===== src/rtl/route_seq_pkg.sv =====
package route_seq_pkg;
  localparam int NUM_DIR = 2;
  localparam int DIR_TX  = 0;
  localparam int DIR_RX  = 1;
  localparam int DIR_W   = $clog2(NUM_DIR);
endpackage


===== src/rtl/route_table.sv =====
module route_table #(
  parameter int DEPTH   = 16,
  parameter int COUNT_W = 8,
  parameter int DEST_W  = 3
) (
  input  logic                       clk,
  input  logic                       rst,
  input  logic                       enable,
  input  logic                       stb,
  input  logic                       fs,
  input  logic                       wr_en,
  input  logic [$clog2(DEPTH)-1:0]   wr_addr,
  input  logic [COUNT_W-1:0]         wr_count,
  input  logic [DEST_W-1:0]          wr_dest,
  input  logic                       wr_last,
  output logic [DEPTH*COUNT_W-1:0]   cnt_flat,
  output logic [DEPTH*DEST_W-1:0]    dest_flat,
  output logic [DEPTH-1:0]           last_vec
);
  localparam int AW    = $clog2(DEPTH);
  localparam int SLOTS = 2 * DEPTH;

  logic [COUNT_W-1:0] cnt_mem  [SLOTS];
  logic [DEST_W-1:0]  dest_mem [SLOTS];
  logic               last_mem [SLOTS];
  logic               bank_q, pending_q;
  logic               swap, view_bank, wr_bank;

  assign swap      = enable && stb && fs && pending_q;
  assign view_bank = bank_q ^ swap;
  assign wr_bank   = enable ? ~bank_q : bank_q;

  always_ff @(posedge clk) begin
    if (rst) begin
      bank_q    <= 1'b0;
      pending_q <= 1'b0;
      for (int i = 0; i < SLOTS; i++) begin
        cnt_mem[i]  <= '0;
        dest_mem[i] <= '0;
        last_mem[i] <= 1'b0;
      end
    end else begin
      if (wr_en) begin
        cnt_mem[{wr_bank, wr_addr}]  <= wr_count;
        dest_mem[{wr_bank, wr_addr}] <= wr_dest;
        last_mem[{wr_bank, wr_addr}] <= wr_last;
        if (enable) pending_q <= 1'b1;
      end
      if (swap) begin
        bank_q    <= ~bank_q;
        pending_q <= 1'b0;
      end
    end
  end

  for (genvar e = 0; e < DEPTH; e++) begin : g_view
    assign cnt_flat[e*COUNT_W +: COUNT_W] = cnt_mem[{view_bank, AW'(e)}];
    assign dest_flat[e*DEST_W +: DEST_W]  = dest_mem[{view_bank, AW'(e)}];
    assign last_vec[e]                    = last_mem[{view_bank, AW'(e)}];
  end
endmodule


===== src/rtl/route_walker.sv =====
module route_walker #(
  parameter int DEPTH   = 16,
  parameter int COUNT_W = 8,
  parameter int DEST_W  = 3
) (
  input  logic                       clk,
  input  logic                       rst,
  input  logic                       enable,
  input  logic                       stb,
  input  logic                       fs,
  input  logic [DEPTH*COUNT_W-1:0]   cnt_flat,
  input  logic [DEPTH*DEST_W-1:0]    dest_flat,
  input  logic [DEPTH-1:0]           last_vec,
  output logic [DEST_W-1:0]          sel,
  output logic                       valid
);
  localparam int AW = $clog2(DEPTH);

  logic [AW-1:0]      idx_q;
  logic [COUNT_W-1:0] rem_q;
  logic               done_q;

  logic [AW:0]        start_ix;
  logic               found, stop, may_fetch, need_fetch;
  logic [AW-1:0]      hit;
  logic [COUNT_W-1:0] hit_cnt;
  logic [DEST_W-1:0]  hit_dest, cur_dest;

  assign start_ix   = fs ? '0 : ({1'b0, idx_q} + 1'b1);
  assign may_fetch  = fs || (!last_vec[idx_q] && (idx_q != AW'(DEPTH - 1)));
  assign need_fetch = fs || (!done_q && (rem_q == '0));
  assign hit_cnt    = cnt_flat[hit*COUNT_W +: COUNT_W];
  assign hit_dest   = dest_flat[hit*DEST_W +: DEST_W];
  assign cur_dest   = dest_flat[idx_q*DEST_W +: DEST_W];

  // first nonzero-count entry at or after start_ix, not crossing a last flag
  always_comb begin
    found = 1'b0;
    stop  = 1'b0;
    hit   = '0;
    for (int i = 0; i < DEPTH; i++) begin
      if (!found && !stop && ((AW+1)'(i) >= start_ix)) begin
        if (cnt_flat[i*COUNT_W +: COUNT_W] != '0) begin
          found = 1'b1;
          hit   = AW'(i);
        end else if (last_vec[i]) begin
          stop = 1'b1;
        end
      end
    end
  end

  always_ff @(posedge clk) begin
    if (rst) begin
      idx_q  <= '0;
      rem_q  <= '0;
      done_q <= 1'b1;
      sel    <= '0;
      valid  <= 1'b0;
    end else if (!enable) begin
      done_q <= 1'b1;
      sel    <= '0;
      valid  <= 1'b0;
    end else if (stb) begin
      if (need_fetch) begin
        if (may_fetch && found) begin
          idx_q  <= hit;
          rem_q  <= hit_cnt - 1'b1;
          done_q <= 1'b0;
          sel    <= hit_dest;
          valid  <= (hit_dest != '0);
        end else begin
          done_q <= 1'b1;
          sel    <= '0;
          valid  <= 1'b0;
        end
      end else if (done_q) begin
        sel   <= '0;
        valid <= 1'b0;
      end else begin
        rem_q <= rem_q - 1'b1;
        sel   <= cur_dest;
        valid <= (cur_dest != '0);
      end
    end
  end
endmodule


===== src/rtl/route_seq.sv =====
module route_seq
  import route_seq_pkg::*;
#(
  parameter int DEPTH   = 16,
  parameter int COUNT_W = 8,
  parameter int DEST_W  = 3
) (
  input  logic                       clk,
  input  logic                       rst,
  input  logic                       enable,
  input  logic [1:0]                 slot_stb,
  input  logic [1:0]                 frame_start,
  input  logic                       wr_en,
  input  logic                       wr_dir,
  input  logic [$clog2(DEPTH)-1:0]   wr_addr,
  input  logic [COUNT_W-1:0]         wr_count,
  input  logic [DEST_W-1:0]          wr_dest,
  input  logic                       wr_last,
  output logic [2*DEST_W-1:0]        sel,
  output logic [1:0]                 valid
);
  for (genvar d = 0; d < NUM_DIR; d++) begin : g_dir
    logic [DEPTH*COUNT_W-1:0] cnt_flat;
    logic [DEPTH*DEST_W-1:0]  dest_flat;
    logic [DEPTH-1:0]         last_vec;

    route_table #(.DEPTH(DEPTH), .COUNT_W(COUNT_W), .DEST_W(DEST_W)) u_tab (
      .clk(clk), .rst(rst), .enable(enable),
      .stb(slot_stb[d]), .fs(frame_start[d]),
      .wr_en(wr_en && (wr_dir == DIR_W'(d))),
      .wr_addr(wr_addr), .wr_count(wr_count), .wr_dest(wr_dest), .wr_last(wr_last),
      .cnt_flat(cnt_flat), .dest_flat(dest_flat), .last_vec(last_vec)
    );

    route_walker #(.DEPTH(DEPTH), .COUNT_W(COUNT_W), .DEST_W(DEST_W)) u_walk (
      .clk(clk), .rst(rst), .enable(enable),
      .stb(slot_stb[d]), .fs(frame_start[d]),
      .cnt_flat(cnt_flat), .dest_flat(dest_flat), .last_vec(last_vec),
      .sel(sel[d*DEST_W +: DEST_W]), .valid(valid[d])
    );
  end
endmodule


===== config.mk =====
export PLATFORM = sky130hd
export DESIGN_NAME = route_seq
export DESIGN_NICKNAME = d
export VERILOG_FILES = /design/src/rtl/route_seq_pkg.sv /design/src/rtl/route_table.sv /design/src/rtl/route_walker.sv /design/src/rtl/route_seq.sv
export SDC_FILE = /design/constraint.sdc
export NUM_CORES = 2
export LEC_CHECK = 0
export BUFFER_PORTS_ARGS = -buffer_cell sky130_fd_sc_hd__buf_2
export CAP_MARGIN = 20
export CORE_UTILIZATION = 50
export CTS_CLUSTER_SIZE = 16
export DETAILED_ROUTE_END_ITERATION = 8
export PLACE_DENSITY = 0.75
export SYNTH_ARGS = -nofsm -noshare
export SYNTH_HDL_FRONTEND = slang
export SYNTH_SLANG_ARGS = --single-unit

===== constraint.sdc =====
create_clock -name clk -period 16 [get_ports clk]
set_input_delay 0.8 -clock clk [delete_from_list [all_inputs] [get_ports clk]]
set_output_delay 0.8 -clock clk [all_outputs]
set_load 0.02 [all_outputs]

# [Yosys cells after proc, flatten, opt, wreduce, memory -nomap -nowiden]
# Memory sizes are Yosys's and may differ from the RTL's.
# Index checks and enable logic that the tools add are counted.
[totals] regBits=38 mem_count=6 in_bits=25 output_inout_bits=8 word_cells=547 ramBits=768
[op_classes] n_eq_ne=6 n_mul=4 shift=6 mux=268 bitwise=6 reduce_logical=197 n_lt_le_gt_ge=34 n_addsub=6
[memory_table] name="g_dir[0].u_tab.cnt_mem" words=32 width=8 rd=16 rd_clocked_by_memory_dff=0 wr=32 line_no="route_table.sv:23" rtl="logic [COUNT_W-1:0] cnt_mem [SLOTS];"
[memory_table] name="g_dir[1].u_tab.cnt_mem" words=32 width=8 rd=16 rd_clocked_by_memory_dff=0 wr=32 line_no="route_table.sv:23"
[memory_table] name="g_dir[0].u_tab.dest_mem" words=32 width=3 rd=16 rd_clocked_by_memory_dff=0 wr=32 line_no="route_table.sv:24" rtl="logic [DEST_W-1:0] dest_mem [SLOTS];"
[memory_table] name="g_dir[1].u_tab.dest_mem" words=32 width=3 rd=16 rd_clocked_by_memory_dff=0 wr=32 line_no="route_table.sv:24"
[memory_table] name="g_dir[0].u_tab.last_mem" words=32 width=1 rd=16 rd_clocked_by_memory_dff=0 wr=32 line_no="route_table.sv:25" rtl="logic last_mem [SLOTS];"
[memory_table] name="g_dir[1].u_tab.last_mem" words=32 width=1 rd=16 rd_clocked_by_memory_dff=0 wr=32 line_no="route_table.sv:25"
[ops] operator="8-bit nonzero test" n=32
[ops] operator="128-bit by 8-bit variable part select with 8-bit output" n=2
[ops] operator="4-bit 2-to-1 mux" n=58
[ops] operator="48-bit by 7-bit variable part select with 3-bit output" n=4
[ops] operator="1-bit 2-to-1 mux" n=184
[ops] operator="4-bit by 5-bit greater-or-equal comparator with 1-bit output, first input constant" n=16
[ops] operator="1-bit logical AND" n=74
[ops] operator="1-bit zero test" n=64
[ops] operator="8-bit 2-to-1 mux" n=8
[ops] operator="3-bit by 5-bit greater-or-equal comparator with 1-bit output, first input constant" n=8
[ops] operator="5-bit 2-to-1 mux" n=8
[ops] operator="8-bit by 1-bit subtractor with 8-bit output, second input constant" n=4
[ops] operator="4-bit by 2-bit multiplier with 6-bit output, second input constant" n=4
[ops] operator="3-bit 2-to-1 mux" n=8
[ops] operator="1-bit by 5-bit greater-or-equal comparator with 1-bit output, first input constant" n=4
[ops] operator="2-bit by 5-bit greater-or-equal comparator with 1-bit output, first input constant" n=4
[ops] operator="8-bit zero test" n=2
[ops] operator="4-bit AND reduction" n=4
[ops] operator="8-bit OR reduction" n=2
[ops] operator="3-bit nonzero test" n=4
[ops] operator="4-bit by 1-bit adder with 5-bit output, second input constant" n=2
[ops] operator="4-bit by 5-bit less-than comparator with 1-bit output, second input constant" n=2
[ops] operator="1-bit binary-select mux with 4-bit select" n=2
[ops] operator="2-bit inequality test, second input constant" n=4
[ops] operator="other kinds (8)" n=23

# [Depth between registers and ports, before layout]
# An unclocked memory read counts as a cell.
[depth] word_depth=73 mapped_depth=26 depth_no_buf=21

# [Cells and area by module]
# A second synthesis with hierarchy kept.
[hier_totals] cells_unflattened=3627 hier_area_um2=42167.9
[modules_own_cells] mod="route_table (g_dir[0].u_tab)" instances=1 area_per_inst_um2=16295.6 cells_each=1161
[modules_own_cells] mod="route_table (g_dir[1].u_tab)" instances=1 area_per_inst_um2=16294.4 cells_each=1161
[modules_own_cells] mod="route_walker (g_dir[1].u_walk)" instances=1 area_per_inst_um2=4927.2 cells_each=643
[modules_own_cells] mod="route_walker (g_dir[0].u_walk)" instances=1 area_per_inst_um2=4634.4 cells_each=660
[modules_own_cells] mod="route_seq" instances=1 area_per_inst_um2=16.3 cells_each=2

# [Worst setup path before layout]
# OpenSTA, ideal clock, no wires.
[synth_timing] path_type="input-to-reg" from="input slot_stb[0]" to="register g_dir[0].u_walk.rem_q[6]" t_arrival_ns=6.107 setup_slack_ns=9.814 path_buffers=5 cell_stages=25 path_cell_list="buf_2 > nand4_4 > xor2_2 > buf_6 > mux2_4 > o32a_1 > or2_1 > or3_1 > a311o_1 > a311o_2 > o21ba_1 > buf_4 > a41o_1 > a31o_1 > buf_6 > buf_6 > mux4_2 > a22oi_1 > a31oi_1 > a211oi_1 > ha_1 > o31a_1 > nand4_1 > xnor2_1 > a211oi_2"
[synth_between] elab_chain_len=72 elab_cells_between_ends=201 cone_classes="add/sub: 1; eq/ne: 1; shift: 1; mux: 111; bitwise: 1; reduce/logical: 84; memory: 2"
[synth_rtl] element="start, declared" line_no="route_seq.sv:11" rtl="input logic [1:0] slot_stb,"
[synth_rtl] element="parallel branches: the longest is 72 deep, another holds memory read 32 x 8 bit"
[synth_rtl] element="end signal, assigned" line_no="route_walker.sv:68" rtl="rem_q <= hit_cnt - 1'b1;"
[synth_rtl] element="end signal, assigned" line_no="route_walker.sv:81" rtl="rem_q <= rem_q - 1'b1;"
[synth_rtl] element="end, declared" line_no="route_walker.sv:20" rtl="logic [COUNT_W-1:0] rem_q;"
# Parallel ways; which one is timed is not known. The select of a mux whose other input is x is not followed.
# A chain may end at the register's enable or synchronous reset.

# [Final worst setup path]
[layout_timing] from="input frame_start[0]" to="register g_dir[0].u_walk.rem_q[6]"
[layout_between] elab_chain_len=71 elab_cells_between_ends=219 cone_classes="add/sub: 1; order compare: 16; eq/ne: 2; shift: 1; mux: 112; bitwise: 1; reduce/logical: 84; memory: 2"
[layout_rtl] element="start, declared" line_no="route_seq.sv:12" rtl="input logic [1:0] frame_start,"
[layout_rtl] element="parallel branches: the longest is 71 deep, another holds memory read 32 x 8 bit"
# Parallel ways; which one is timed is not known. The select of a mux whose other input is x is not followed.

==> results.sh <==
export IMPL_outcome="complete, no violations"
export IMPL_wl_um=130000
export IMPL_synthCells=3412
export IMPL_drv_slew=0
export IMPL_synth_area_leader_cell="edfxtp_1"
export IMPL_synth_area_top_cells="edfxtp_1 (53%), mux4_2 (12%), and2_1 (11%)"
export IMPL_cp_common_cell="buf_4"
export IMPL_drt_pass1_iterations=5
export IMPL_path_class="in -> reg"
export IMPL_worstMarginPinSlew_ps=1190
export IMPL_top_layer="met5"
export IMPL_grt_pass1_vias=28700
export IMPL_clock_latency_ps=680
export IMPL_num_io_pins=33
export IMPL_cts_tree="built"
export IMPL_syn_nets=3441
export IMPL_powerDensity_nw_per_um2=106
export IMPL_met3WireLength_um=16800
export IMPL_yosysMostFrequentCell="and2_1"
export IMPL_clk_pin_slew_ps=70
export IMPL_grt_setup_unrepaired="no"
export IMPL_antenna_left=0
export IMPL_fp_dieArea_sq_um=87400
export IMPL_synthFlopType="edfxtp_1"
export IMPL_cts_setup_buffers=0
export IMPL_grt_max_degree=80
export IMPL_synth_seq_area_share=0.552
export IMPL_ys_top_cells_by_count="and2_1 (783), edfxtp_1 (768), mux4_2 (221), nand2_1 (200), clkbuf_1 (198)"
export IMPL_yosysTopAreaCellShare=0.535
export IMPL_syn_cell_area_sq_um=43100
export IMPL_vias=29800
export IMPL_grt_overflow=0
export IMPL_clock_sinks=806
export IMPL_worst_path_buf_inv=4
export IMPL_wl_met1_um=50700
export IMPL_drive_gt1_frac=0.171
export IMPL_drtIter0Drc=4244
export IMPL_slew_headroom=0.200
export IMPL_period_needed_ps=8290
export IMPL_synthArstFlopShare=0
export IMPL_arrival_ps=8880
export IMPL_detailed_place_hpwl_um=86900
export IMPL_pre_cts_slack_ps=7090
export IMPL_end_kind="flip-flop"
export IMPL_multiInputGateArea_sq_um=18200
export IMPL_grt_pass1_wl_um=189000
export IMPL_ys_ff_latch=806
export IMPL_vdd_ir_drop_max_uv=81.5
export IMPL_synth_edff_count=768
export IMPL_crit_family="compound AO/OA/AOI/OAI gates"
export IMPL_cts_buffer_depth=3
export IMPL_maxCapViolations=0
export IMPL_yosys_warnings=0
export IMPL_port_buffers=32
export IMPL_wl_met2_um=58200
export IMPL_numCtsBuffers=83
export IMPL_die_h_um=296
export IMPL_ys_types=103
export IMPL_regArea_sq_um=23800
export IMPL_ctsResizeCount=0
export IMPL_cts_hold_buf=0
export IMPL_gp_congestion=1.02
export IMPL_fp_dieW_um=296
export IMPL_fillers=6875
export IMPL_area_delta_synth_final_pct=8.91
export IMPL_h_tree_depth=3
export IMPL_path_max_fanout=79
export IMPL_power_leakage_nw=16.2
export IMPL_drc=0
export IMPL_rows=107
export IMPL_wl_per_cell_um=28.6
export IMPL_postSynthAreaPerCell_sq_um=12.6
export IMPL_crit_chain="buf_2 > nand4_4 > xor2_4 > buf_12 > buf_4 > nand3_1 > nand2_1 > o22a_1 > a221oi_1 > a41o_1 > or3_4 > a2111oi_2 > and2_1 > a31o_4 > buf_4 > mux4_2 > a22oi_1 > a31oi_1 > a211oi_1 > ha_1 > o31a_1 > nand4_1 > xnor2_1 > a211oi_2"
export IMPL_finalPower_mw=4.99
export IMPL_critPathSlowestCell="buf_4"
export IMPL_fin_setup_tns_ps=0
export IMPL_cts_root_buf="clkbuf_16"
export IMPL_fin_crit_sh=0.518
export IMPL_finalNetCount=3350
export IMPL_start_util=0.506
export IMPL_core_region_area_sq_um=85300
export IMPL_via_per_inst=6.56
export IMPL_grt_use_total=0.297
export IMPL_setup_viol=0
export IMPL_critPathRequiredTime_ps=16600
export IMPL_min_path_type="reg -> reg"
export IMPL_finalHoldViolations=0
export IMPL_antenna_found_initial=11
export IMPL_fmax_mhz=121
export IMPL_start_kind="input port"
export IMPL_cpPeakStageDelay_ps=790
export IMPL_setup_ws_ps=7710
export IMPL_clock_skew_ps=33.4
## tightest hold or removal path, delay by kind of cell (launching register included)
| family | cells | cell delay [ps] |
|---|---|---|
| flops | 1 | 320 |
| compound gates | 1 | 70 |
| simple gates | 1 | 70 |
## kinds of logic (layout without fill, tap and decap cells)
| kind of cell | count (synthesis) | after routing | synth area share |
|---|---|---|---|
| simple gates | 1593 | 1593 | 0.209 |
| compound gates | 363 | 363 | 0.0624 |
| mux | 337 | 337 | 0.143 |
| xor+xnor | 19 | 19 | 0.00455 |
| flops | 806 | 806 | 0.552 |
| fa+ha+maj | 4 | 4 | 0.00116 |
| other cells | 0 | 5 | 0 |
| buf+inv | 290 | 266 | 0.0278 |
## worst paths after layout
kind                                                            start                                     to  slack, ps  depth (start not counted)
worst max-delay path                                   frame_start[0]  g_dir[0].u_walk.rem_q[6]$_SDFFE_PP0P_       7710                         24
worst min-delay path              g_dir[0].u_walk.sel[2]$_SDFFE_PP0P_    g_dir[0].u_walk.sel[2]$_SDFFE_PP0P_        490                          2
worst max register to register  g_dir[0].u_walk.idx_q[0]$_SDFFE_PP0P_  g_dir[0].u_walk.rem_q[6]$_SDFFE_PP0P_       7780                         24
worst min register to register    g_dir[0].u_walk.sel[2]$_SDFFE_PP0P_    g_dir[0].u_walk.sel[2]$_SDFFE_PP0P_        490                          2
## placed cells by master (no fill, tap or decap), types with 11 or more instances in the layout
cell       netlist  routed
a211oi_1        21      21
a21o_1          17      17
a21oi_1         73      73
a22oi_1         16      16
a31oi_1         30      30
and2_1         783     783
and3_1          17      17
buf_2           27      31
buf_4            9      61
bufinv_16        0      13
clkbuf_16        0      84
clkinv_1         1      16
clkinv_2         0      11
dfxtp_1         38      36
edfxtp_1       768     768
inv_1           20      20
mux2_2          25      25
mux2i_1         90      90
mux4_2         221     221
nand2_1        200     200
nand2b_1        11      11
nand3_1         64      64
nand3b_1        13      13
nand4_1         11      11
nor2_1         179     178
nor2b_1         17      17
nor3_1          38      38
nor4_1         143     143
o21ai_0         43      43
o31ai_1         11      11
or2_2           74      74
or3_1           11      11
## registers in the layout, summed over array words and instances, names as in the netlist
signal	flops
g_dir.u_tab.pending_q	2
g_dir.u_tab.last_mem	64
g_dir.u_tab.cnt_mem	512
g_dir.u_walk.sel	6
g_dir.u_walk.rem_q	16
g_dir.u_tab.bank_q	2
g_dir.u_tab.dest_mem	192
g_dir.u_walk.idx_q	8
g_dir.u_walk.valid	2
g_dir.u_walk.done_q	2
## power breakdown
part | leakage, nW | switching [mW] | total (mW) | internal, mW
Combinational | 7.20 | 0.294 | 0.462 | 0.167
Clock | 1.36 | 0.853 | 2.04 | 1.18
Sequential | 7.61 | 0.0740 | 2.49 | 2.42
Total | 16.2 | 1.22 | 4.99 | 3.77
## metal layers
metal | global-route usage | up-vias
met5 | 0.00942 | -
met4 | 0.0947 | 12
met3 | 0.0752 | 284
met2 | 0.449 | 1911
met1 | 0.421 | 14900
li1 | - | 12700
## cell type report
cell class | instances | share of cell area
diodes | 5 | 0.000266
clock buffers | 95 | 0.0458
clock inverters | 57 | 0.0142
inverters | 21 | 0.00168
multi-input cells | 2316 | 0.387
flip-flops and latches | 806 | 0.507
well taps | 1144 | 0.0305
repair buffers | 93 | 0.0135
## stage by stage
step | util | cell area (sq um) | std cells | hold WS (ps)
final | 0.551 | 47000 | 4537 | 489
after global routing | 0.551 | 47000 | 4533 | 519
after CTS | 0.551 | 47000 | 4532 | 477
after detailed placement | 0.518 | 44100 | 4380 | 478
after global placement | 0.518 | 44100 | 4380 | 481
after floorplan | - | 43100 | 3412 | 464
(Power assumes the default switching activity.)
